<file path="src/rtl/pbus_pkg.sv">
package pbus_pkg;

    localparam int BUS_W = 8;

    typedef enum logic {
        MODE_STROBE  = 1'b0,
        MODE_CSLATCH = 1'b1
    } latch_mode_e;

    // Host pins as seen after synchronization
    typedef struct packed {
        logic             n_cs;
        logic             n_rd;
        logic             n_wr;
        logic             dc;
        logic [BUS_W-1:0] data;
    } pins_t;

    localparam int PINS_W = $bits(pins_t);

    localparam pins_t PINS_IDLE = '{n_cs: 1'b1, n_rd: 1'b1, n_wr: 1'b1,
                                    dc: 1'b0, data: '0};

    // One completed host transfer
    typedef struct packed {
        logic             wr;
        logic             rd;
        logic             dc;
        logic [BUS_W-1:0] data;
    } xfer_t;

    function automatic logic rose(input logic cur, input logic prev);
        return cur & ~prev;
    endfunction

endpackage

</file>
<file path="src/rtl/pbus_sync.sv">
module pbus_sync #(
    parameter int              W       = 8,
    parameter int              STAGES  = 2,
    parameter logic [W-1:0]    RST_VAL = '0
) (
    input  logic         clk,
    input  logic         rst,
    input  logic [W-1:0] d,
    output logic [W-1:0] q_cur,
    output logic [W-1:0] q_prev
);

    logic [W-1:0] chain [STAGES];

    generate
        for (genvar s = 0; s < STAGES; s++) begin : g_stage
            if (s == 0) begin : g_first
                always_ff @(posedge clk) begin
                    if (rst) chain[0] <= RST_VAL;
                    else     chain[0] <= d;
                end
            end else begin : g_next
                always_ff @(posedge clk) begin
                    if (rst) chain[s] <= RST_VAL;
                    else     chain[s] <= chain[s-1];
                end
            end
        end
    endgenerate

    always_ff @(posedge clk) begin
        if (rst) q_prev <= RST_VAL;
        else     q_prev <= chain[STAGES-1];
    end

    assign q_cur = chain[STAGES-1];

endmodule

</file>
<file path="src/rtl/pbus_edge.sv">
module pbus_edge
    import pbus_pkg::*;
(
    input  pins_t       cur,
    input  pins_t       prev,
    input  latch_mode_e mode,
    output xfer_t       xfer
);

    logic cs_rise;
    logic wr_rise;
    logic rd_rise;

    always_comb begin
        cs_rise = rose(cur.n_cs, prev.n_cs);
        wr_rise = rose(cur.n_wr, prev.n_wr);
        rd_rise = rose(cur.n_rd, prev.n_rd);

        xfer      = '0;
        xfer.dc   = prev.dc;
        xfer.data = prev.data;

        if (mode == MODE_STROBE) begin
            xfer.wr = wr_rise & ~prev.n_cs & ~cur.n_cs;
            xfer.rd = rd_rise & ~prev.n_cs & ~cur.n_cs;
        end else begin
            xfer.wr = cs_rise & ~prev.n_wr &  prev.n_rd;
            xfer.rd = cs_rise & ~prev.n_rd &  prev.n_wr;
        end
    end

endmodule

</file>
<file path="src/rtl/pbus_rdpipe.sv">
module pbus_rdpipe
    import pbus_pkg::*;
#(
    parameter int               AW         = 14,
    parameter logic [BUS_W-1:0] DUMMY_BYTE = '0
) (
    input  logic             clk,
    input  logic             rst,
    input  logic             addr_set,
    input  logic [AW-1:0]    addr_val,
    input  logic             data_rd,
    input  logic [BUS_W-1:0] ram_rd_data,
    output logic             ram_rd_req,
    output logic [AW-1:0]    ram_rd_addr,
    output logic [BUS_W-1:0] hold
);

    logic [AW-1:0] ptr;
    logic          pend;

    always_ff @(posedge clk) begin
        if (rst) begin
            ptr         <= '0;
            ram_rd_req  <= 1'b0;
            ram_rd_addr <= '0;
            pend        <= 1'b0;
            hold        <= DUMMY_BYTE;
        end else if (addr_set) begin
            ptr        <= addr_val;
            ram_rd_req <= 1'b0;
            pend       <= 1'b0;
            hold       <= DUMMY_BYTE;
        end else begin
            pend <= ram_rd_req;
            if (pend) hold <= ram_rd_data;
            if (data_rd) begin
                ram_rd_req  <= 1'b1;
                ram_rd_addr <= ptr;
                ptr         <= ptr + 1'b1;
            end else begin
                ram_rd_req  <= 1'b0;
            end
        end
    end

endmodule

</file>
<file path="src/rtl/pbus_slave.sv">
module pbus_slave
    import pbus_pkg::*;
#(
    parameter int               AW         = 14,
    parameter int               SYNC_DEPTH = 2,
    parameter logic [BUS_W-1:0] DUMMY_BYTE = 8'h00
) (
    input  logic             clk,
    input  logic             rst,
    input  logic             latch_mode,
    input  logic             n_cs,
    input  logic             n_rd,
    input  logic             n_wr,
    input  logic             dc,
    input  logic [BUS_W-1:0] bus_din,
    output logic [BUS_W-1:0] bus_dout,
    output logic             bus_oe,
    input  logic [BUS_W-1:0] status_in,
    input  logic             addr_set,
    input  logic [AW-1:0]    addr_val,
    output logic             cmd_valid,
    output logic [BUS_W-1:0] cmd_byte,
    output logic             wr_valid,
    output logic [BUS_W-1:0] wr_byte,
    output logic             ram_rd_req,
    output logic [AW-1:0]    ram_rd_addr,
    input  logic [BUS_W-1:0] ram_rd_data
);

    pins_t       pins_raw;
    pins_t       pins_cur;
    pins_t       pins_prev;
    logic [PINS_W-1:0] sync_cur;
    logic [PINS_W-1:0] sync_prev;
    latch_mode_e mode_q;
    xfer_t       xfer;
    logic [BUS_W-1:0] hold;
    logic        cs_cur;

    assign pins_raw = '{n_cs: n_cs, n_rd: n_rd, n_wr: n_wr, dc: dc, data: bus_din};

    pbus_sync #(
        .W       (PINS_W),
        .STAGES  (SYNC_DEPTH),
        .RST_VAL (PINS_IDLE)
    ) u_sync (
        .clk    (clk),
        .rst    (rst),
        .d      (pins_raw),
        .q_cur  (sync_cur),
        .q_prev (sync_prev)
    );

    assign pins_cur  = pins_t'(sync_cur);
    assign pins_prev = pins_t'(sync_prev);
    assign cs_cur    = pins_cur.n_cs;

    // Latch style is taken only while the host is not selecting the block
    always_ff @(posedge clk) begin
        if (rst)         mode_q <= MODE_STROBE;
        else if (cs_cur) mode_q <= latch_mode_e'(latch_mode);
    end

    pbus_edge u_edge (
        .cur  (pins_cur),
        .prev (pins_prev),
        .mode (mode_q),
        .xfer (xfer)
    );

    always_ff @(posedge clk) begin
        if (rst) begin
            cmd_valid <= 1'b0;
            cmd_byte  <= '0;
            wr_valid  <= 1'b0;
            wr_byte   <= '0;
        end else begin
            cmd_valid <= xfer.wr & ~xfer.dc;
            wr_valid  <= xfer.wr &  xfer.dc;
            if (xfer.wr & ~xfer.dc) cmd_byte <= xfer.data;
            if (xfer.wr &  xfer.dc) wr_byte  <= xfer.data;
        end
    end

    pbus_rdpipe #(
        .AW         (AW),
        .DUMMY_BYTE (DUMMY_BYTE)
    ) u_rdpipe (
        .clk         (clk),
        .rst         (rst),
        .addr_set    (addr_set),
        .addr_val    (addr_val),
        .data_rd     (xfer.rd & xfer.dc),
        .ram_rd_data (ram_rd_data),
        .ram_rd_req  (ram_rd_req),
        .ram_rd_addr (ram_rd_addr),
        .hold        (hold)
    );

    assign bus_oe   = ~pins_cur.n_cs & ~pins_cur.n_rd & pins_cur.n_wr;
    assign bus_dout = pins_cur.dc ? hold : status_in;

endmodule

</file>
<file path="config.mk">
export PLATFORM = sky130hd
export DESIGN_NAME = pbus_slave
export DESIGN_NICKNAME = d
export VERILOG_FILES = /design/src/rtl/pbus_pkg.sv /design/src/rtl/pbus_sync.sv /design/src/rtl/pbus_edge.sv /design/src/rtl/pbus_rdpipe.sv /design/src/rtl/pbus_slave.sv
export SDC_FILE = /design/constraint.sdc
export NUM_CORES = 1
export LEC_CHECK = 0
export ABC_AREA = 1
export ABC_CLOCK_PERIOD_IN_PS = 1500
export BUFFER_PORTS_ARGS = -buffer_cell sky130_fd_sc_hd__buf_2
export CAP_MARGIN = 30
export CORE_ASPECT_RATIO = 0.5
export CORE_MARGIN = 4
export CORE_UTILIZATION = 48
export DETAILED_ROUTE_END_ITERATION = 6
export PLACE_DENSITY_LB_ADDON = 0.1
export SLEW_MARGIN = 15
export SYNTH_ARGS = -nofsm -noshare
export SYNTH_HDL_FRONTEND = slang
export SYNTH_HIERARCHICAL = 1
export SYNTH_SLANG_ARGS = --single-unit
export TNS_END_PERCENT = 20
</file>
<file path="constraint.sdc">
create_clock -name clk -period 1.5 [get_ports clk]
set_input_delay 0.375 -clock clk [delete_from_list [all_inputs] [get_ports clk]]
set_output_delay 0.375 -clock clk [all_outputs]
set_load 0.1 [all_outputs]
</file>
Word-level counts from Yosys, hierarchy flattened
Memory sizes are Yosys's and may differ from the RTL's.
Index checks and enable logic that the tools add are counted.
{"block": "word_totals", "ff_bits": 69, "ram_bits": 24, "input_bits": 46, "out_inout_bits": 42, "wordCells": 51, "n_memories": 1}
{"memory": "u_sync.chain", "words": 2, "word_bits": 12, "rd": 2, "rd_clocked_by_memory_dff": 0, "write_ports": 2, "line_no": "pbus_sync.sv:13", "text": "logic [W-1:0] chain [STAGES];"}
{"block": "classes", "addsub": 1, "mux": 10, "bitwise": 25, "reduce_logical": 3}
{"operator": "$mux 14", "count": 2}
{"operator": "$mux 12", "count": 2}
{"operator": "$and 1x1->1", "count": 16}
{"operator": "$add 14x1->14 const B", "count": 1}
{"operator": "$mux 8", "count": 1}
{"operator": "$not 1->1", "count": 7}
{"operator": "$mux 1", "count": 4}
{"operator": "$mux 2", "count": 1}
{"operator": "$or 1x1->1", "count": 2}
{"operator": "$reduce_and 2->1", "count": 1}
{"operator": "$reduce_bool 2->1", "count": 1}
{"operator": "$reduce_or 2->1", "count": 1}

Longest topological paths before layout
Gate-level depths: netlist (run 1).
{"block": "logic_depth", "depth_word": 8, "mapped_depth": 13, "mapped_depth_nobuf": 12}

By module
The synthesis (run 1) kept the hierarchy.
{"module": "pbus_rdpipe", "instances": 1, "cells_each": 243, "area_per_inst_um2": 1767.9, "seq_area_each_um2": 760.7}
{"module": "pbus_sync", "instances": 1, "cells_each": 112, "area_per_inst_um2": 1031.0, "seq_area_each_um2": 720.7}
{"module": "pbus_slave", "instances": 1, "cells_each": 125, "area_per_inst_um2": 852.1, "seq_area_each_um2": 380.4}
{"module": "pbus_edge", "instances": 1, "cells_each": 25, "area_per_inst_um2": 140.1, "seq_area_each_um2": 0.0}

Worst setup path before layout (run 1)
No wires, ideal clock.
{"block": "synth_path", "path_type": "reg2out", "start": "memory u_sync/chain[1][8] (netlist bit)", "end": "output bus_dout[4]", "arrival_time_ps": 2627, "required_time_ps": 1125, "path_slack_ps": -1502, "path_stages_with_launch": 3, "n_path_buf": 1, "cell_sequence": "dfxtp_1 -> buf_2 -> o21ai_0"}
{"element": "from (decl)", "line_no": "pbus_sync.sv:13"}
{"element": "to (decl)", "line_no": "pbus_slave.sv:16", "text": "output logic [BUS_W-1:0] bus_dout,"}

==> flow_summary.toml, run 1 <==
[worst_setup_path]
cp_cell_sequence = "buf_6 > nand2_1 > o21ai_4 > buf_12"
critPathMaxStageDelay_ns = 0.40
path_max_fanout = 9
start_kind = "flip-flop"
rr_endpoint = "u_rdpipe/ptr[11]"
critical_path_class = "flip-flop to primary output"
worstRegToRegCells = 13
r2r_start = "u_sync/chain[1][11]"
endpoint_kind = "primary output"
cp.arrival_ns = 1.25
cp.required_ns = 1.12
slowest_stage = "dfxtp_4"
rrSetupSlack_ns = -0.01

[hold_path]
hold-path-endpoint = "u_sync/chain[0][9]"
hp-class = "input port to flip-flop"
whs_path_depth = 3
min_from = "n_wr"

[synth]
synth.cell_area_mm2 = 0.00379
synth_enable_flop_cells = 0
synthCells = 505
synth_cell_types = 27
synthArstFlopShare = 0
ys_seq_elements = 93
yosysWarnings = 6
syn_area_per_cell_um2 = 7.51
ys_seq_area_frac = 0.491
ys.flop_type = "dfxtp_1"
postSynthNetCount = 552

[routing]
vias = 3289
ant_nets = 0
dr.pass1.iters = 4
drt-total-wl_um = 8410
viasPerCell = 4.55
avgRoutedWirePerCell_um = 11.6
drc_errors = 0
drt_iter0_drc = 181

[sta]
fin_skew_ns = 0.00670
slew_viol_final = 0
fin_crit_ns = 1.63
tightest_slew_ns = 0.489
final-setup-viol-count = 10
fmax_ghz = 0.615
max_slew_margin = 0.676
layout_setup_ws_ns = -0.127
hold_viol = 0
fin_setup_tns_ns = -0.980
rsz0062_at_grt = "true"
period_share = 1.08

[clock_network]
cts_buffers = 9
cts_tree = "built"
path_clk_slew_ns = 0.06
worstSkewPairLatency_ns = 0.34
clock_path_buffers = 2
htreeDepth = 3
cts_hold_buf = 0
cts-root-buf = "clkbuf_16"
cts_sinks = 93

[cells_and_area]
area_delta_synth_final_pct = 38.1
nets = 657
diodes = 0
drive_gt1_frac = 0.314
final_common_cell = "nand2_1"
layout_common_cells = "nand2_1, dfxtp_1, inv_1"
n_fill_cell = 631

[pwr]
power.net_switching_mw = 1.29
p_clk_frac = 0.420
pwr-share-seq = 0.485
internal_power_mw = 4.04
vdd_drop_max_mv = 0.580
sw_frac_of_total = 0.242
p_leak_nw = 2.45
p_total_mw = 5.32
power_per_cell_area_mw_per_mm2 = 1020
pwr-share-comb = 0.094

[floorplan]
die_x_um = 134
core_mm2 = 0.00749
fp-row-count = 22
ios = 88
start_util = 0.506
die_area_mm2 = 0.00947
die_y_um = 70.8

[flow_run]
drv_cap = 0

[global_route]
gr-total-overflow = 0
grt_pass1_vias = 3100
grt_pass1_wl_um = 14200
gr-usage-all-layers = 0.184
grt_max_degree = 26
antenna_found_initial = 0

[outcome]
violations = "setup timing"
status = "finished, violations left"

[placed_design]
place.gp.congestion = 0.839
hpwl_um = 5910
portBuffers = 87
## worst max-delay path: cells and delay by family, from the launching register on
family / cells / cell delay (ns)
buffers and inverters: 2 / 0.34
AND/OR/NAND/NOR: 1 / 0.09
AO/OA/AOI/OAI: 1 / 0.08
flip-flops: 1 / 0.40
## repair_timing
action                                  in CTS  in global routing
buffers inserted                             3                  3
gates cloned                                 0                  2
endpoints found under the setup margin      19                 53
resized for setup                            8                 48
pin swaps                                    1                 10
## per-layer routing
metal / global-route usage / vias up / wire length (µm)
met5: 0 / - / 0
met4: 0.0536 / 0 / 103
met3: 0.0646 / 10 / 511
met2: 0.284 / 80 / 3710
met1: 0.246 / 1444 / 4090
li1: - / 1755 / -
## registers in the layout (all words and copies together), names as in the netlist, 8 cells and up
register / count
cmd_byte: 8
u_rdpipe/hold: 8
u_rdpipe/ptr: 14
u_rdpipe/ram_rd_addr: 14
u_sync/chain: 24
u_sync/q_prev: 12
wr_byte: 8
## how the worst max path moves through the flow
stage / startpoint / cells after the start / to
2_1_floorplan: u_sync/chain[1][10] / 1 / bus_oe
3_3_place_gp: u_sync/chain[1][11] / 12 / u_rdpipe/ptr[7]
3_5_place_dp: u_sync/chain[1][11] / 12 / u_rdpipe/ptr[6]
4_1_cts: u_sync/chain[1][8] / 4 / bus_dout[6]
5_1_grt: u_sync/chain[1][8] / 4 / bus_dout[6]
6_report: u_sync/chain[1][8] / 4 / bus_dout[1]
## synthesized netlist by cell type, types with 5 or more instances
cell type   n  share of area
dfxtp_1    93           0.49
nand2_1    92          0.091
inv_1      82          0.081
nor2_1     75          0.074
nand3_1    38          0.050
o21ai_0    24          0.032
a21oi_1    22          0.029
buf_4      11          0.022
nor2_2     10          0.017
a22oi_1     9          0.018
buf_6       7          0.021
nand4_1     7          0.012
nor2_4      6          0.018
buf_2       5         0.0066
## cells by family after synthesis
group,after synthesis,share of synthesized area
simple gates,237,0.278
buf+inv,115,0.141
xor+xnor,1,0.00231
fa+ha+maj,1,0.00330
flops,93,0.491
compound gates,58,0.0845
## cell type report
class                           count  area (µm²)  share of cell area
Sequential cell                    93        1870               0.358
Tap cell                          108         135              0.0258
Timing Repair Buffer              120        1000               0.191
Clock inverter                      7        72.6              0.0139
Inverter                           89         344              0.0657
Clock buffer                        9         225              0.0430
Multi-Input combinational cell    297        1580               0.303
## power by group through the flow
stage,logic (mW),registers (mW),clock network [mW]
after floorplan,0.303,2.63,0
after global placement,0.477,2.63,0
after detailed placement,0.481,2.64,0
after CTS,0.492,2.58,2.31
after global routing,0.546,2.59,2.40
final,0.501,2.58,2.24
## per-stage QoR
| stage | utilization | setup WS, ns | instance area, µm² | std cells | hold WS, ns |
|---|---|---|---|---|---|
| after floorplan | - | -0.0419 | 3900 | 505 | 0.381 |
| final | 0.699 | -0.127 | 5230 | 723 | 0.216 |
| after detailed placement | 0.622 | -0.0118 | 4660 | 699 | 0.391 |
| after global placement | 0.622 | 0.0344 | 4660 | 699 | 0.385 |
| after CTS | 0.667 | -0.141 | 4990 | 718 | 0.201 |
| after global routing | 0.699 | -0.199 | 5230 | 723 | 0.219 |
Power figures use the tool's default switching activity.
==> run 2: changes to the inputs <==
Settings changed: ABC_CLOCK_PERIOD_IN_PS 1500 to 1750, CORE_UTILIZATION 48 to 53, SLEW_MARGIN 15 to unset.
Clock period 1.5 ns to 1.75 ns, I/O delays scaled along.
==> flow_summary.toml, run 2 (synthesis gave the netlist of run 1 again) <==
[floorplan]
die_x_um = 128
fp-row-count = 21
ios = 88
die_y_um = 67.8
core_mm2 = 0.00681
start_util = 0.557
die_area_mm2 = 0.00865

[sta]
fin_crit_ns = 1.72
layout_setup_ws_ns = 0.0276
slew_viol_final = 0
fmax_ghz = 0.581
max_slew_margin = 0.667
hold_viol = 0
final-setup-viol-count = 0
rsz0062_at_grt = "true"
tightest_slew_ns = 0.503
fin_skew_ns = 0.00732
period_share = 0.984
fin_hold_ws_ns = 0.279

[worst_setup_path]
start_kind = "flip-flop"
worstRegToRegCells = 13
path_max_fanout = 10
rr_endpoint = "u_rdpipe/ptr[9]"
rrSetupSlack_ns = 0.14
r2r_start = "u_sync/chain[1][11]"
cp.required_ns = 1.31
endpoint_kind = "primary output"
critical_path_class = "flip-flop to primary output"
cp.arrival_ns = 1.28

[clock_network]
cts-root-buf = "clkbuf_16"
cts_buffers = 9
cts_tree = "built"
cts_hold_buf = 0
clock_path_buffers = 2
path_clk_slew_ns = 0.06
cts_sinks = 93
htreeDepth = 3
worstSkewPairLatency_ns = 0.34

[routing]
drt_iter0_drc = 180
drc_errors = 0
viasPerCell = 4.73
avgRoutedWirePerCell_um = 11.7
ant_nets = 0
dr.pass1.iters = 4
vias = 3257
drt-total-wl_um = 8080

[global_route]
gr-total-overflow = 0
gr-usage-all-layers = 0.194
grt_pass1_vias = 2983
grt_pass1_wl_um = 13100
antenna_found_initial = 0
grt_max_degree = 28

[placed_design]
hpwl_um = 5760
place_area_mm2 = 0.00442
place.gp.congestion = 0.845
dp_cells = 671
portBuffers = 87
place_ws_ns = 0.155

[flow_run]
drv_cap = 0

[cells_and_area]
area_delta_synth_final_pct = 25.5
diodes = 0
drive_gt1_frac = 0.258
instances_no_fill = 689
postLayoutCoreUtil = 0.699
final_common_cell = "nand2_1"
largest_reg_flops = 24
largest-register = "u_sync/chain"
n_fill_cell = 593
nets = 639
multi_input_area_mm2 = 0.00141
top_regs = "u_sync/chain x24, u_rdpipe/ptr x14, u_rdpipe/ram_rd_addr x14"
layout_common_cells = "nand2_1, dfxtp_1, inv_1"
regArea_mm2 = 0.00187
final_area_mm2 = 0.00476

[hold_path]
hp-class = "input port to flip-flop"
whs_path_depth = 3
min_from = "n_cs"
hold-path-endpoint = "u_sync/chain[0][11]"

[pwr]
p_leak_nw = 2.32
power_per_cell_area_mw_per_mm2 = 960
vdd_drop_max_mv = 0.490

[outcome]
status = "finished, final reports clean"
run 2: repair_timing:
action,in CTS,in global routing
pin swaps,0,4
setup endpoints to repair,5,22
gates resized for setup,2,7
buffers inserted,0,2
run 2: per-stage QoR:
step	power, mW	setup TNS (ns)
2_1_floorplan	2.49	-2.83
3_3_place_gp	2.63	0
3_5_place_dp	2.64	0
4_1_cts	4.62	0
5_1_grt	4.76	-0.0411
6_report	4.57	0
run 2: power breakdown:
group,total (mW),internal (mW),switching [mW]
logic,0.381,0.147,0.234
registers,2.21,2.17,0.0429
clock network,1.97,1.15,0.819
total,4.57,3.47,1.10
run 2: area by class of cell:
cell class | count | share of cell area
clock buffer | 10 | 0.0502
multi-input combinational | 297 | 0.297
inverter | 89 | 0.0713
clock inverter | 6 | 0.0145
sequential | 93 | 0.392
tap | 92 | 0.0242
timing repair buffer | 102 | 0.150
run 2: metal layers:
layer / vias up / GRT usage / wire length [µm]
li1: 1720 / - / -
met3: 7 / 0.0679 / 493
met5: - / 0 / 0
met4: 0 / 0.0767 / 86
met1: 1449 / 0.223 / 3510
met2: 81 / 0.340 / 3980
run 2: worst max-delay path by stage:
| stage | from | endpoint |
|---|---|---|
| final | u_sync/chain[1][8] | bus_dout[3] |
| after global routing | u_sync/chain[1][8] | bus_dout[3] |
| after CTS | u_sync/chain[1][8] | bus_dout[3] |
| after detailed placement | u_sync/chain[1][11] | u_rdpipe/ptr[4] |
| after global placement | u_sync/chain[1][11] | u_rdpipe/ptr[13] |
| after floorplan | status_in[1] | bus_dout[1] |
run 2: critical path, stage by stage (launching register included):
cell     delay [ns]
dfxtp_4        0.37
buf_12         0.14
o21ai_1        0.21
buf_12         0.21
==> run 3: changes to the inputs <==
Settings changed: ABC_CLOCK_PERIOD_IN_PS 1750 to 1570, CORE_UTILIZATION 53 to 48.
Clock period 1.75 ns to 1.57 ns, I/O delays scaled along.
==> flow_summary.toml, run 3 (synthesis gave the netlist of run 1 again) <==
[worst_setup_path]
worstRegToRegCells = 13
rrSetupSlack_ns = 0.06
rr_endpoint = "u_rdpipe/ptr[11]"
path_max_fanout = 7
cp.required_ns = 1.18
r2r_start = "u_sync/chain[1][11]"
endpoint_kind = "primary output"
critical_path.startpoint = "u_sync/chain[1][8]"
critical_path_class = "flip-flop to primary output"
start_kind = "flip-flop"
cp.arrival_ns = 1.20
setup.worst_path.end = "bus_dout[5]"

[pwr]
p_total_mw = 4.92
vdd_drop_max_mv = 0.566
power_per_cell_area_mw_per_mm2 = 995
p_leak_nw = 2.37

[cells_and_area]
n_fill_cell = 680
layout_common_cells = "dfxtp_1, nand2_1, inv_1"
nets = 645
regArea_mm2 = 0.00187
largest_reg_flops = 24
top_regs = "u_sync/chain x24, u_rdpipe/ptr x14, u_rdpipe/ram_rd_addr x14"
drive_gt1_frac = 0.292
final_common_cell = "dfxtp_1"
multi_input_area_mm2 = 0.00156
largest-register = "u_sync/chain"
diodes = 0
area_delta_synth_final_pct = 30.4

[placed_design]
portBuffers = 87
hpwl_um = 5820
place.gp.congestion = 0.819

[routing]
drt-total-wl_um = 8140
ant_nets = 0
drt_iter0_drc = 144
vias = 3293
avgRoutedWirePerCell_um = 11.4
drc_errors = 0
dr.pass1.iters = 4
viasPerCell = 4.63

[clock_network]
htreeDepth = 3
cts_hold_buf = 0
cts-root-buf = "clkbuf_16"
worstSkewPairLatency_ns = 0.33
cts_tree = "built"
cts_buffers = 9
clock_path_buffers = 2
path_clk_slew_ns = 0.06
cts_sinks = 93

[global_route]
grt_pass1_vias = 3000
gr-usage-all-layers = 0.177
grt_pass1_wl_um = 13700
antenna_found_initial = 0
grt_max_degree = 37
gr-total-overflow = 0

[sta]
period_share = 1.01
fin_hold_ws_ns = 0.235
fmax_ghz = 0.628
fin_crit_ns = 1.59
tightest_slew_ns = 0.506
final-setup-viol-count = 8
fin_skew_ns = 0.00572
layout_setup_ws_ns = -0.0213
rsz0062_at_grt = "true"
max_slew_margin = 0.665
hold_viol = 0
slew_viol_final = 0

[floorplan]
die_area_mm2 = 0.00947
start_util = 0.506
die_y_um = 70.8
core_mm2 = 0.00749
die_x_um = 134
ios = 88
fp-row-count = 22

[flow_run]
drv_cap = 0

[hold_path]
whs_path_depth = 3
hp-class = "input port to flip-flop"

[outcome]
status = "finished, violations left"
violations = "setup timing"
## run 3: worst min-delay path by stage
| stage | end | startpoint | slack [ns] |
|---|---|---|---|
| finish | u_sync/chain[0][10] | n_rd | 0.24 |
| global route | u_sync/chain[0][9] | n_wr | 0.24 |
| CTS | u_sync/chain[0][10] | n_rd | 0.22 |
| detailed placement | u_sync/chain[1][8] | u_sync/chain[0][8] | 0.39 |
| global placement | u_sync/chain[1][8] | u_sync/chain[0][8] | 0.38 |
| floorplan | u_sync/chain[1][8] | u_sync/chain[0][8] | 0.38 |
## run 3: layout make-up
type	instances	share of cell area
multi-input combinational	297	0.315
tap	108	0.0273
timing repair buffer	108	0.155
sequential	93	0.378
inverter	89	0.0686
clock inverter	6	0.00962
clock buffer	10	0.0463
## run 3: per-stage QoR
stage	setup TNS, ns	setup slack (ns)	cells	area (µm²)	utilization
6_report	-0.114	-0.0213	711	4940	0.660
4_1_cts	-0.399	-0.0530	710	4880	0.651
2_1_floorplan	-0.0388	-0.0194	505	3890	-
3_3_place_gp	0	0.0401	691	4540	0.607
5_1_grt	-0.849	-0.0917	711	4940	0.660
3_5_place_dp	-0.00102	-0.00102	691	4540	0.607
## run 3: timing repair
item,CTS,global route
pin swaps,5,1
buffers inserted,3,1
resized for setup,14,15
endpoints found under the setup margin,10,34
## run 3: routing by layer
layer	vias up	GRT usage	wire length, µm
met5	-	0	0
li1	1729	-	-
met4	0	0.0433	45
met2	77	0.280	3620
met3	4	0.0653	511
met1	1483	0.232	3960
## run 3: worst max-delay path: stages, from the launching register on
cell and delay (ns):
dfxtp_4 0.38, buf_4 0.15, o21ai_4 0.15, buf_12 0.19
## run 3: where the power goes
| group | total [mW] | switching, mW | internal (mW) | leakage (nW) |
|---|---|---|---|---|
| combinational | 0.467 | 0.278 | 0.189 | 1.48 |
| sequential | 2.47 | 0.0500 | 2.42 | 0.758 |
| clock | 1.98 | 0.897 | 1.09 | 0.133 |
